**config.mk**
```make
export PLATFORM = sky130hd
export DESIGN_NAME = clkrdy_irq_unit
export DESIGN_NICKNAME = d
export VERILOG_FILES = /design/src/rtl/ckr_pkg.sv /design/src/rtl/ckr_flag_cell.sv /design/src/rtl/ckr_rstcause.sv /design/src/rtl/clkrdy_irq_unit.sv
export SDC_FILE = /design/constraint.sdc
export NUM_CORES = 1
export LEC_CHECK = 0
export BUFFER_PORTS_ARGS = -buffer_cell sky130_fd_sc_hd__buf_2
export CAP_MARGIN = 40
export CELL_PAD_IN_SITES_DETAIL_PLACEMENT = 1
export CELL_PAD_IN_SITES_GLOBAL_PLACEMENT = 1
export CORE_UTILIZATION = 27
export CTS_CLUSTER_DIAMETER = 60
export DETAILED_ROUTE_END_ITERATION = 10
export PLACE_DENSITY_LB_ADDON = 0.1
export SYNTH_ARGS = -nofsm -noshare
export SYNTH_HDL_FRONTEND = slang
export SYNTH_SLANG_ARGS = --single-unit
```
**constraint.sdc**
```tcl
create_clock -name clk -period 0.8 [get_ports clk]
set_input_delay 0.12 -clock clk [delete_from_list [all_inputs] [get_ports clk]]
set_output_delay 0.12 -clock clk [all_outputs]
set_load 0.005 [all_outputs]
```
**src/rtl/ckr_pkg.sv**
```systemverilog
package ckr_pkg;
  localparam int NUM_RDY   = 5;
  localparam int NUM_CAUSE = 6;
  localparam int DATA_W    = 32;
  localparam int ADDR_W    = 2;

  localparam logic [ADDR_W-1:0] A_INT  = 2'd0;
  localparam logic [ADDR_W-1:0] A_RST  = 2'd1;
  localparam logic [ADDR_W-1:0] A_CTRL = 2'd2;

  localparam int FAIL_FLAG_POS = 7;
  localparam int EN_LSB        = 8;
  localparam int CLR_LSB       = 16;
  localparam int FAIL_CLR_POS  = 23;
  localparam int RCLR_POS      = 24;
  localparam int CFD_POS       = 0;
endpackage

```
**src/rtl/ckr_flag_cell.sv**
```systemverilog
module ckr_flag_cell (
  input  logic clk,
  input  logic rst_n,
  input  logic lvl,
  input  logic arm,
  input  logic clr,
  output logic flag
);
  logic prev;
  logic set_ev;

  assign set_ev = arm & lvl & ~prev;

  always_ff @(posedge clk or negedge rst_n) begin
    if (!rst_n) begin
      prev <= 1'b0;
      flag <= 1'b0;
    end else begin
      prev <= lvl;
      flag <= set_ev | (flag & ~clr);
    end
  end

  // set beats clear
  p_set_wins_r4: assert property (@(posedge clk) disable iff (!rst_n)
    (set_ev && clr) |=> flag);
  // lone clear drops flag
  p_clear_r3: assert property (@(posedge clk) disable iff (!rst_n)
    (clr && !set_ev) |=> !flag);
  // armed rising level latches
  p_rise_r2: assert property (@(posedge clk) disable iff (!rst_n)
    (arm && $rose(lvl)) |=> flag);
endmodule

```
**src/rtl/ckr_rstcause.sv**
```systemverilog
module ckr_rstcause #(
  parameter int NCAUSE = 6
) (
  input  logic              clk,
  input  logic              rst_n,
  input  logic              start,
  input  logic [NCAUSE-1:0] cause,
  output logic [NCAUSE-1:0] flags,
  output logic              busy
);
  logic phase;

  always_ff @(posedge clk or negedge rst_n) begin
    if (!rst_n) begin
      flags <= '0;
      busy  <= 1'b0;
      phase <= 1'b0;
    end else if (busy && phase) begin
      flags <= cause;
      busy  <= 1'b0;
      phase <= 1'b0;
    end else begin
      flags <= flags | cause;
      if (busy) begin
        phase <= 1'b1;
      end else if (start) begin
        busy  <= 1'b1;
        phase <= 1'b0;
      end
    end
  end

  // busy holds for a second cycle after it rises
  p_busy_hold_r9: assert property (@(posedge clk) disable iff (!rst_n)
    $rose(busy) |=> busy);
  // busy never lasts beyond two cycles
  p_busy_len_r9: assert property (@(posedge clk) disable iff (!rst_n)
    (busy && $past(busy)) |=> !busy);
  // after the clear only the last-edge pulses remain
  p_clear_keep_r10: assert property (@(posedge clk) disable iff (!rst_n)
    $fell(busy) |-> (flags == $past(cause)));
endmodule

```
**src/rtl/clkrdy_irq_unit.sv**
```systemverilog
module clkrdy_irq_unit
  import ckr_pkg::*;
(
  input  logic        clk,
  input  logic        rst_n,
  input  logic        reg_wr,
  input  logic [1:0]  reg_addr,
  input  logic [31:0] reg_wdata,
  output logic [31:0] reg_rdata,
  input  logic [4:0]  src_stable,
  input  logic        clk_fail,
  input  logic [5:0]  rst_cause,
  output logic        fail_det_en,
  output logic        irq
);
  localparam int NSRC = NUM_RDY + 1;

  logic                 wr_int, wr_rst, wr_ctrl;
  logic [NUM_RDY-1:0]   int_en;
  logic                 cfd_q;
  logic [NSRC-1:0]      lvl_vec, arm_vec, clr_vec, flag_vec;
  logic [NUM_CAUSE-1:0] cause_flags;
  logic                 rclr_busy;

  assign wr_int  = reg_wr && (reg_addr == A_INT);
  assign wr_rst  = reg_wr && (reg_addr == A_RST);
  assign wr_ctrl = reg_wr && (reg_addr == A_CTRL);

  assign lvl_vec = {clk_fail, src_stable};
  assign arm_vec = {cfd_q, {NUM_RDY{1'b1}}};
  assign clr_vec = wr_int ? {reg_wdata[FAIL_CLR_POS], reg_wdata[CLR_LSB +: NUM_RDY]}
                          : '0;

  for (genvar g = 0; g < NSRC; g++) begin : g_cell
    ckr_flag_cell u_cell (
      .clk  (clk),
      .rst_n(rst_n),
      .lvl  (lvl_vec[g]),
      .arm  (arm_vec[g]),
      .clr  (clr_vec[g]),
      .flag (flag_vec[g])
    );
  end

  always_ff @(posedge clk or negedge rst_n) begin
    if (!rst_n) begin
      int_en <= '0;
      cfd_q  <= 1'b0;
    end else begin
      if (wr_int)  int_en <= reg_wdata[EN_LSB +: NUM_RDY];
      if (wr_ctrl) cfd_q  <= reg_wdata[CFD_POS];
    end
  end

  ckr_rstcause #(.NCAUSE(NUM_CAUSE)) u_rst (
    .clk  (clk),
    .rst_n(rst_n),
    .start(wr_rst && reg_wdata[RCLR_POS]),
    .cause(rst_cause),
    .flags(cause_flags),
    .busy (rclr_busy)
  );

  assign irq         = (|(flag_vec[NUM_RDY-1:0] & int_en)) | flag_vec[NUM_RDY];
  assign fail_det_en = cfd_q;

  always_comb begin
    reg_rdata = '0;
    case (reg_addr)
      A_INT: begin
        reg_rdata[NUM_RDY-1:0]           = flag_vec[NUM_RDY-1:0];
        reg_rdata[FAIL_FLAG_POS]         = flag_vec[NUM_RDY];
        reg_rdata[EN_LSB +: NUM_RDY]     = int_en;
      end
      A_RST: begin
        reg_rdata[NUM_CAUSE-1:0] = cause_flags;
        reg_rdata[RCLR_POS]      = rclr_busy;
      end
      A_CTRL: reg_rdata[CFD_POS] = cfd_q;
      default: reg_rdata = '0;
    endcase
  end

  // failure flag always interrupts
  p_fail_irq_r6: assert property (@(posedge clk) disable iff (!rst_n)
    flag_vec[NUM_RDY] |-> irq);
  // an enabled ready flag interrupts
  p_enabled_irq_r5: assert property (@(posedge clk) disable iff (!rst_n)
    ((flag_vec[NUM_RDY-1:0] & int_en) != '0) |-> irq);
  // disarmed detector cannot raise the failure flag
  p_fail_gate_r6: assert property (@(posedge clk) disable iff (!rst_n)
    (!cfd_q && !flag_vec[NUM_RDY]) |=> !flag_vec[NUM_RDY]);
endmodule

```
* Yosys cells after proc, flatten, opt, wreduce, memory -nomap -nowiden
Index checks and enable logic that the tools add are counted.
Storage, ports and cells: register bits after elaboration 26, input port bits 49, output and inout bits 34, word-level logic and storage cells 74
Operators by class: eq/ne operators 2, mux-type cells 13, bitwise gates (word level) 34, reduce and logical (&&, ||, !) cells 8
Operator list (number):
- 2-to-1 mux 6 bit | 3
- AND 1 bit | 13
- inverter 1 bit | 12
- 2-to-1 mux 1 bit | 8
- one-hot mux 4 bit (2 select lines) | 1
- OR 1 bit | 7
- OR 6 bit | 1
- AND 5 bit | 1
- logical AND 1 bit | 5
- OR reduction 5 bit | 1
- one-hot mux 1 bit (3 select lines) | 1
- nonzero test 3 bit | 1
- equality test 2 x 1 -> 1 bit (second input constant) | 1
- equality test 2 bit (second input constant) | 1
- logical NOT 2 bit | 1

* Depth between registers and ports, before layout
Gate-level depths: netlist (run 1).
depth after elaboration 6, gate-level depth with buffers 3, mapped depth without buffers 2

* By module
Synthesis (run 1) repeated with hierarchy kept, for this count alone.
Second synthesis, totals: cell total of the unflattened synthesis 118, area, all modules 1355.0 um2
Modules (own cells, without submodules):
- clkrdy_irq_unit | instances 1, cells each 70, area each 659.4 um2, sequential area each 150.1 um2
- ckr_flag_cell | instances 6, cells each 5, area each 70.1 um2, sequential area each 50.0 um2
- ckr_rstcause | instances 1, cells each 18, area each 275.3 um2, sequential area each 200.2 um2

* Least setup slack after synthesis (run 1)
No wires, ideal clock.
kind in2reg, start input reg_addr[0], end register g_cell[4].u_cell.flag, setup time 0.126 ns, arrival 0.802 ns, data required time 0.674 ns, setup slack -0.128 ns, stages on the path 2, buffers on the path 0, cell sequence or3b_4 -> a221o_1
Between the ends: longest elaborated chain between the ends 6
Ends and longest elaborated chain:
- from (decl) | RTL line clkrdy_irq_unit.sv:7 | input logic [1:0] reg_addr,
- logical NOT 2 bit | RTL line clkrdy_irq_unit.sv:25 | assign wr_int = reg_wr && (reg_addr == A_INT);
- logical AND 1 bit | RTL line clkrdy_irq_unit.sv:25
- 2-to-1 mux 6 bit | RTL line clkrdy_irq_unit.sv:31 | assign clr_vec = wr_int ? {reg_wdata[FAIL_CLR_POS], reg_wdata[CLR_LSB +: NUM_RDY]}
- inverter 1 bit | RTL line ckr_flag_cell.sv:20 | flag <= set_ev | (flag & ~clr);
- AND 1 bit | RTL line ckr_flag_cell.sv:20
- OR 1 bit | RTL line ckr_flag_cell.sv:20
- to (signal assigned) | RTL line ckr_flag_cell.sv:20
- to (decl) | RTL line ckr_flag_cell.sv:7 | output logic flag
No other way between the ends. A chain may end at the register's enable or synchronous reset.

* Final worst setup path (run 1)
start register g_cell[1].u_cell.flag, end output irq
Between the ends: longest elaborated chain between the ends 3
Ends and longest elaborated chain:
- from (decl) | RTL line ckr_flag_cell.sv:7
- from (signal assigned) | RTL line ckr_flag_cell.sv:20
- AND 5 bit | RTL line clkrdy_irq_unit.sv:64 | assign irq = (|(flag_vec[NUM_RDY-1:0] & int_en)) | flag_vec[NUM_RDY];
- OR reduction 5 bit | RTL line clkrdy_irq_unit.sv:64
- OR 1 bit | RTL line clkrdy_irq_unit.sv:64
- to (decl) | RTL line clkrdy_irq_unit.sv:14 | output logic irq
No other way between the ends.

==> results of run 1 <==
==> logic make-up (layout without fill, tap and decap cells) <==
logic type	after synthesis	in the layout	share of synthesized area, %
mux	11	11	9.24
buf+inv	27	81	13.8
simple gates	29	29	14.2
compound gates	18	18	11.4
other cells	1	19	0.295
flops	26	26	51.1
==> cells in the mapped netlist <==
cell,number,area share (%)
a22oi_1,2,1.2
o22ai_1,1,0.49
mux2_2,6,5.3
nand3_1,1,0.39
conb_1,1,0.29
nor2_1,5,1.5
a21bo_2,1,0.79
and2_1,7,3.4
a21o_1,6,3.5
nor2b_1,7,3.4
nor3_1,1,0.39
buf_4,19,11
dfrtp_1,26,51
nand4b_1,1,0.69
nor3b_2,1,0.98
or3b_4,1,0.88
buf_2,2,0.79
mux2i_1,5,3.9
nand2b_1,1,0.49
o2bb2ai_1,1,0.69
a221o_1,5,3.9
nand3b_1,1,0.59
inv_1,6,1.8
nor4bb_1,1,0.79
o21ai_0,1,0.39
a21oi_1,1,0.39
nand2_1,2,0.59
==> worst paths after layout <==
check	startpoint	to	slack, ps	depth (start not counted)
min in group asynchronous	rst_n	g_cell[2].u_cell.flag$_DFF_PN0_	330	3
worst max register to register	g_cell[1].u_cell.flag$_DFF_PN0_	g_cell[1].u_cell.flag$_DFF_PN0_	-370	4
worst min register to register	g_cell[5].u_cell.prev$_DFF_PN0_	g_cell[5].u_cell.flag$_DFF_PN0_	460	1
worst min-delay path	rst_cause[4]	u_rst.flags[4]$_DFF_PN0_	20	2
worst max-delay path	g_cell[1].u_cell.flag$_DFF_PN0_	irq	-440	3
max in group asynchronous	rst_n	int_en[0]$_DFFE_PN0N_	320	3
==> timing repair <==
item                                    4_1_cts  5_1_grt
buffers inserted                              5        6
hold buffers                                  7        1
endpoints found under the setup margin       27       34
gates resized for setup                      11       19
pin swaps                                     2        3
hold endpoints to repair                     32        1
==> per-stage QoR <==
step,hold WS (ps),area [µm²],std cells,worst slack (ps)
after detailed placement,79.2,1590,214,-332
final,21.1,1930,236,-444
after CTS,12.2,1810,230,-440
after global routing,3.53,1930,236,-498
after global placement,77.7,1590,214,-306
after floorplan,-176,1370,130,-128
==> area by class of cell <==
type	count	area, µm²
clock buffers	3	41.3
clock inverters	1	30.0
fillers	506	2510
inverters	6	22.5
multi-input cells	77	599
flip-flops and latches	26	651
well taps	52	65.1
repair buffers	71	524
==> metal layers <==
layer / GRT usage, % / vias to the layer above / part of all wire, %
met4: 2.67 / 0 / 0.72
met1: 16.1 / 500 / 41
li1: - / 485 / -
met3: 4.13 / 4 / 5.5
met2: 25.6 / 37 / 52
met5: 0 / - / 0
==> flip-flops by register name (all words and copies together) (netlist names) <==
name / count
g_cell.u_cell.flag: 6
u_rst.flags: 6
int_en: 5
u_rst.busy: 1
g_cell.u_cell.prev: 6
fail_det_en: 1
u_rst.phase: 1
==> power by group through the flow <==
stage               Combinational, mW  Sequential (mW)  Clock (mW)
floorplan                       0.441             1.60           0
finish                          0.949             1.63        1.10
global placement                0.642             1.63           0
detailed placement              0.664             1.65           0
CTS                             0.805             1.63        1.13
global route                     1.04             1.66        1.21
==> results.cfg, run 1 <==
[status]
status = finished with violations
violations = DRC, setup timing

[global_route]
overflow = 0
grt_max_degree = 27
grt_first_pass_wirelength_um = 5360
antenna_found_initial = 0
grt_use_total_pct = 13.9
grt_pass1_vias = 1102

[setup_path]
cp_data_required_time_ps = 680
cp_top_family = flip-flops
crit_arrival_ps = 1120
path_buf_inv = 1
slowest_delay_ps = 430
critPathSlowestCell = dfrtp_1
path_cells = a22oi_1, nand3_1, buf_2
crit_type = reg -> out
cp-end-kind = output port
startpoint_type = flip-flop
path_max_fanout = 3

[layout]
layout_commonest_cell = buf_2
final_util_pct = 43.5
diodes = 0
drive_gt1_share_pct = 47.8
nets = 234
mostFrequentLayoutCells = buf_2, dfrtp_1, conb_1
syn2layout_area_growth_pct = 51.9

[synthesis]
ys_warn_count = 0
yosys_register_bits = 26
synth_seq_area_share_pct = 51.1
synth.cell_area_um2 = 1270
avgSynthCellArea_um2 = 11.4
synth_cell_type_count = 27
synth_cells = 112

[clock_network]
cts_made_buffers = 3
cts.sinks = 26
cts_max_level = 1
cts_tree = yes
clockRootBuffer = clkbuf_8
path_clk_slew_ps = 90
cts_max_path_buffers = 2
clock_latency_ps = 270

[die]
initial_core_util_pct = 28.6
die_y_um = 70.7
row_count = 24
fp.coreArea_um2 = 4440
die_w_um = 70.7
ios = 83
design.die.area_um2 = 4990

[pwr]
p_total_mw = 3.68
p_leak_nw = 0.964
vdd_ir_drop_max_mv = 0.605
p_sw_share_pct = 25.0
switchingPower_mw = 0.919
p_int_mw = 2.76
combPwrFrac_pct = 25.8
powerDensity_nw_per_um2 = 1900
seq_power_share_pct = 44.4
p_clk_share_pct = 29.8

[placement]
io_buffer_count = 44
hpwl_um = 2480
gp_congestion = 0.668

[drt]
drt-total-wl_um = 3330
avgRoutedWirePerCell_um = 14.1
dr.pass1.iters = 7
viasPerCell = 4.35
drtIter0Drc = 22
ant_nets = 0
drc = 10
via_count = 1026

[sta]
period_minus_slack_ps = 1240
skew_ps = 2.32
worst_slack_ps = -444
hold_viol = 0
final.setup.tns_ps = -6830
setup_viol = 31
rsz0062_at_grt = yes
fmax_mhz = 804
finalCritPeriodShare_pct = 156
slew_violations = 0

[run]
max_cap_violations = 0

[min_path]
hp-class = in -> reg
No activity file was read; power rests on OpenSTA's default activity.
==> run 2: changes to the inputs <==
--- a/config.mk
+++ b/config.mk
@@ -9,6 +9,7 @@
 export CAP_MARGIN = 40
 export CELL_PAD_IN_SITES_DETAIL_PLACEMENT = 1
 export CELL_PAD_IN_SITES_GLOBAL_PLACEMENT = 1
+export CORE_MARGIN = 3
 export CORE_UTILIZATION = 27
 export CTS_CLUSTER_DIAMETER = 60
 export DETAILED_ROUTE_END_ITERATION = 10
==> constraint.sdc (replaced) <==
create_clock -name clk -period 0.8 [get_ports clk]
set_input_delay 0.12 -clock clk [delete_from_list [all_inputs] [get_ports clk]]
set_output_delay 0.12 -clock clk [all_outputs]
set_load 0.05 [all_outputs]
==> run 2 against run 1 <==
Count of clock-buffer cells in the layout stayed put. The flow finishes with violations (setup timing). Clock power hardly changed. Total power is 21% higher. Core utilization is 6.6 points higher.
==> results.cfg, run 2 (synthesis gave the netlist of run 1 again) <==
[status]
status = finished with violations
violations = setup timing

[die]
die_y_um = 74.7
design.die.area_um2 = 5570
die_w_um = 74.7
row_count = 24
ios = 83
fp.coreArea_um2 = 4440
initial_core_util_pct = 28.6

[pwr]
switchingPower_mw = 1.47
p_int_mw = 2.96
combPwrFrac_pct = 37.7
p_clk_share_pct = 24.8
p_sw_share_pct = 33.2
seq_power_share_pct = 37.6
powerDensity_nw_per_um2 = 1990
p_leak_nw = 1.04
vdd_ir_drop_max_mv = 1.42

[clock_network]
cts_made_buffers = 3
path_clk_slew_ps = 90
cts.sinks = 26
cts_max_level = 1
clockRootBuffer = clkbuf_8
cts_tree = yes
clock_latency_ps = 270
cts_max_path_buffers = 2

[sta]
period_minus_slack_ps = 1320
hold_viol = 0
finalCritPeriodShare_pct = 164
final.setup.tns_ps = -7810
slew_violations = 0
worst_slack_ps = -515
fmax_mhz = 760
setup_viol = 31
skew_ps = 3.78
rsz0062_at_grt = yes

[drt]
via_count = 1043
avgRoutedWirePerCell_um = 15.2
wl_met2_um = 1880
m1WireLength_um = 1540
dr.pass1.iters = 2
top_layer = met4
drc = 0
route.met3.wl_um = 210
drtIter0Drc = 52
drt-total-wl_um = 3660
viasPerCell = 4.33
ant_nets = 0

[layout]
fill_cells = 484
multiInputGateArea_um2 = 757
reg_top3 = g_cell.u_cell.flag: 6 flops, g_cell.u_cell.prev: 6 flops, u_rst.flags: 6 flops
final_area_um2 = 2230
layout_commonest_cell = buf_2
diodes = 0
regArea_um2 = 657
syn2layout_area_growth_pct = 75.1
mostFrequentLayoutCells = buf_2, dfrtp_1, conb_1
nets = 239
drive_gt1_share_pct = 63.5

[placement]
hpwl_um = 2790
dpl_worst_slack_ps = -376
io_buffer_count = 44
gp_congestion = 0.686
place_area_um2 = 1800

[global_route]
grt_pass1_vias = 1139
grt_first_pass_wirelength_um = 5940
grt_max_degree = 17
overflow = 0
antenna_found_initial = 0
grt_use_total_pct = 14.2

[setup_path]
crit_arrival_ps = 1200
crit_type = reg -> out
path_max_fanout = 4
timing.rr.start = g_cell[4].u_cell.flag$_DFF_PN0_
cp-end-kind = output port
startpoint = g_cell[2].u_cell.flag$_DFF_PN0_
cp_data_required_time_ps = 680
startpoint_type = flip-flop

[min_path]
hp-class = in -> reg
hold_start = rst_cause[2]

[run]
max_cap_violations = 0
-- run 2: layer usage --
layer / GRT usage [%] / vias up
li1: - / 496
met1: 18.3 / 509
met2: 24.0 / 36
met3: 4.14 / 2
met4: 2.37 / 0
met5: 0 / -
-- run 2: layout make-up --
| class | count | share of cell area [%] |
|---|---|---|
| clock inverter | 1 | 1.35 |
| timing repair buffer | 76 | 29.4 |
| inverter | 6 | 1.01 |
| multi-input combinational | 77 | 34.0 |
| tap | 52 | 2.92 |
| sequential | 26 | 29.5 |
| clock buffer | 3 | 1.85 |
-- run 2: timing repair --
action	CTS	global route
endpoints found under the setup margin	32	35
hold buffers	7	0
gates resized for setup	50	19
pin swaps	2	8
setup buffers	5	5
hold endpoints to repair	21	0
-- run 2: power groups by stage --
stage / clock (mW) / combinational [mW] / sequential [mW]
2_1_floorplan: 0 / 0.962 / 1.66
3_3_place_gp: 0 / 1.29 / 1.66
3_5_place_dp: 0 / 1.32 / 1.66
4_1_cts: 1.14 / 1.60 / 1.66
5_1_grt: 1.19 / 1.78 / 1.69
6_report: 1.10 / 1.67 / 1.67
-- run 2: worst max-delay path, cell delays in order (launching register included) --
cell and delay (ps):
dfrtp_2 460, mux2i_2 220, nor2_4 40, buf_2 210
-- run 2: worst paths after layout --
| check | cells past startpoint | to | slack (ps) |
|---|---|---|---|
| worst max register to register | 4 | g_cell[4].u_cell.flag$_DFF_PN0_ | -370 |
| worst min-delay path | 2 | u_rst.flags[2]$_DFF_PN0_ | 20 |
| max in group asynchronous | 3 | g_cell[3].u_cell.flag$_DFF_PN0_ | 140 |
| min in group asynchronous | 2 | int_en[4]$_DFFE_PN0N_ | 260 |
| worst min register to register | 1 | g_cell[5].u_cell.flag$_DFF_PN0_ | 440 |
| worst max-delay path | 3 | reg_rdata[2] | -520 |
-- run 2: through the flow --
stage | hold WS, ps | instances | power (mW) | util, %
CTS | 14.7 | 239 | 4.39 | 48.1
finish | 20.9 | 241 | 4.43 | 50.1
global route | 9.07 | 241 | 4.67 | 50.1
detailed placement | 29.4 | 223 | 2.98 | 40.5
global placement | 24.2 | 223 | 2.94 | 40.5
floorplan | -176 | 130 | 2.62 | -
==> run 3: changes to the inputs <==
--- a/config.mk
+++ b/config.mk
@@ -11,8 +11,10 @@
 export CELL_PAD_IN_SITES_GLOBAL_PLACEMENT = 1
 export CORE_MARGIN = 3
 export CORE_UTILIZATION = 27
+export CTS_BUF_LIST = sky130_fd_sc_hd__clkbuf_8 sky130_fd_sc_hd__clkbuf_16
 export CTS_CLUSTER_DIAMETER = 60
 export DETAILED_ROUTE_END_ITERATION = 10
+export HOLD_SLACK_MARGIN = 0.03
 export PLACE_DENSITY_LB_ADDON = 0.1
 export SYNTH_ARGS = -nofsm -noshare
 export SYNTH_HDL_FRONTEND = slang
==> run 3 against run 2 <==
The run still ends with setup timing left. Sequential power about the same. Routed wire length about the same. Clock power about the same. Core utilization increased by 1.1 points. Critical path type unchanged. Highest routed layer unchanged.
==> results.cfg, run 3 (synthesis gave the netlist of run 1 again) <==
[die]
fp.coreArea_um2 = 4440
design.die.area_um2 = 5570
die_y_um = 74.7
row_count = 24
die_w_um = 74.7
initial_core_util_pct = 28.6
ios = 83

[sta]
slew_violations = 0
finalCritPeriodShare_pct = 164
skew_ps = 3.77
rsz0062_at_grt = yes
period_minus_slack_ps = 1310
worst_slack_ps = -515
hold_viol = 0
setup_viol = 31
fmax_mhz = 761
worst_hold_slack_ps = 44.1

[global_route]
use_met2_pct = 24.2
grt_util_met1_pct = 18.2
use_met3_pct = 4.01
grt_pass1_vias = 1147
grt_first_pass_wirelength_um = 5930
grt_use_total_pct = 14.1
antenna_found_initial = 0
overflow = 0
grt_busiest_layer = met2
grt_max_degree = 17

[setup_path]
crit_arrival_ps = 1190
cp-end-kind = output port
cp_data_required_time_ps = 680
path_cells = mux2i_2, nor2_4, buf_2
startpoint_type = flip-flop
crit_type = reg -> out
path_buf_inv = 1
reg2reg_depth = 4
crit_cells = 3
path_max_fanout = 4
slowest_delay_ps = 460
critPathSlowestCell = dfrtp_2
cp_top_family = flip-flops

[drt]
drc = 0
dr.pass1.iters = 2
via_count = 1057
avgRoutedWirePerCell_um = 14.9
viasPerCell = 4.30
ant_nets = 0
drt-total-wl_um = 3660
drtIter0Drc = 46

[layout]
layout_commonest_cell = buf_2
mostFrequentLayoutCells = buf_2, dfrtp_1, conb_1
syn2layout_area_growth_pct = 79.1
drive_gt1_share_pct = 61.9
reg_top3 = g_cell.u_cell.flag: 6 flops, g_cell.u_cell.prev: 6 flops, u_rst.flags: 6 flops
nets = 244
final_area_um2 = 2280
diodes = 0

[clock_network]
path_clk_slew_ps = 90
cts_made_buffers = 3
cts_max_path_buffers = 2
cts_max_level = 1
cts_tree = yes
cts.sinks = 26
clockRootBuffer = clkbuf_8
clock_latency_ps = 270

[pwr]
powerDensity_nw_per_um2 = 1950
vdd_ir_drop_max_mv = 1.42
p_leak_nw = 1.06

[placement]
hpwl_um = 2790
place_area_um2 = 1800
gp_congestion = 0.686
io_buffer_count = 44

[status]
violations = setup timing
status = finished with violations

[run]
max_cap_violations = 0

[min_path]
hp-class = in -> reg
hold_depth = 2
run 3: changes by cell type in the layout (fill, tap and decap cells not counted):
cell / previous run / this run
dlygate4sd3_1: 7 / 12
run 3: cell type report:
cell class | instances | area, µm²
Clock buffer | 3 | 41.3
Clock inverter | 1 | 30.0
Fill cell | 479 | 2170
Inverter | 6 | 22.5
Multi-Input combinational cell | 77 | 757
Sequential cell | 26 | 657
Tap cell | 52 | 65.1
Timing Repair Buffer | 81 | 706
run 3: per-layer routing:
| metal | share of wire, % | vias to the layer above |
|---|---|---|
| met5 | 0 | - |
| met4 | 0.46 | 0 |
| met3 | 5.7 | 2 |
| met2 | 52 | 36 |
| met1 | 42 | 513 |
| li1 | - | 506 |
run 3: where the power goes:
part	total [mW]	internal (mW)	leakage (nW)	switching [mW]
logic	1.69	0.816	0.748	0.873
clock network	1.10	0.670	0.0357	0.428
registers	1.67	1.49	0.275	0.172
total	4.45	2.98	1.06	1.47
run 3: path summary, 6_finish.rpt:
kind	from	end	slack (ps)
hold reg to reg	g_cell[5].u_cell.prev$_DFF_PN0_	g_cell[5].u_cell.flag$_DFF_PN0_	440
max in group asynchronous	rst_n	g_cell[3].u_cell.flag$_DFF_PN0_	140
min in group asynchronous	rst_n	int_en[4]$_DFFE_PN0N_	260
setup / recovery	g_cell[2].u_cell.flag$_DFF_PN0_	reg_rdata[2]	-510
setup reg to reg	g_cell[4].u_cell.flag$_DFF_PN0_	g_cell[4].u_cell.flag$_DFF_PN0_	-370
hold / removal	rst_cause[0]	u_rst.flags[0]$_DFF_PN0_	40
run 3: what timing repair did:
item	in CTS	in global routing
endpoints found under the hold margin	37	0
hold buffers	12	0
buffers inserted	5	5
endpoints found under the setup margin	32	35
pin swaps	2	8
gates resized for setup	50	19
run 3: per-stage QoR:
step                      total power, mW  TNS, ps  setup WS (ps)  std cells  utilization, %
after floorplan                      2.62    -2090           -287        130               -
after global placement               2.94    -8400           -345        223            40.5
after detailed placement             2.98    -8970           -376        223            40.5
after CTS                            4.41    -8060           -555        244            49.3
after global routing                 4.69    -9080           -578        246            51.3
final                                4.45    -7810           -515        246            51.3
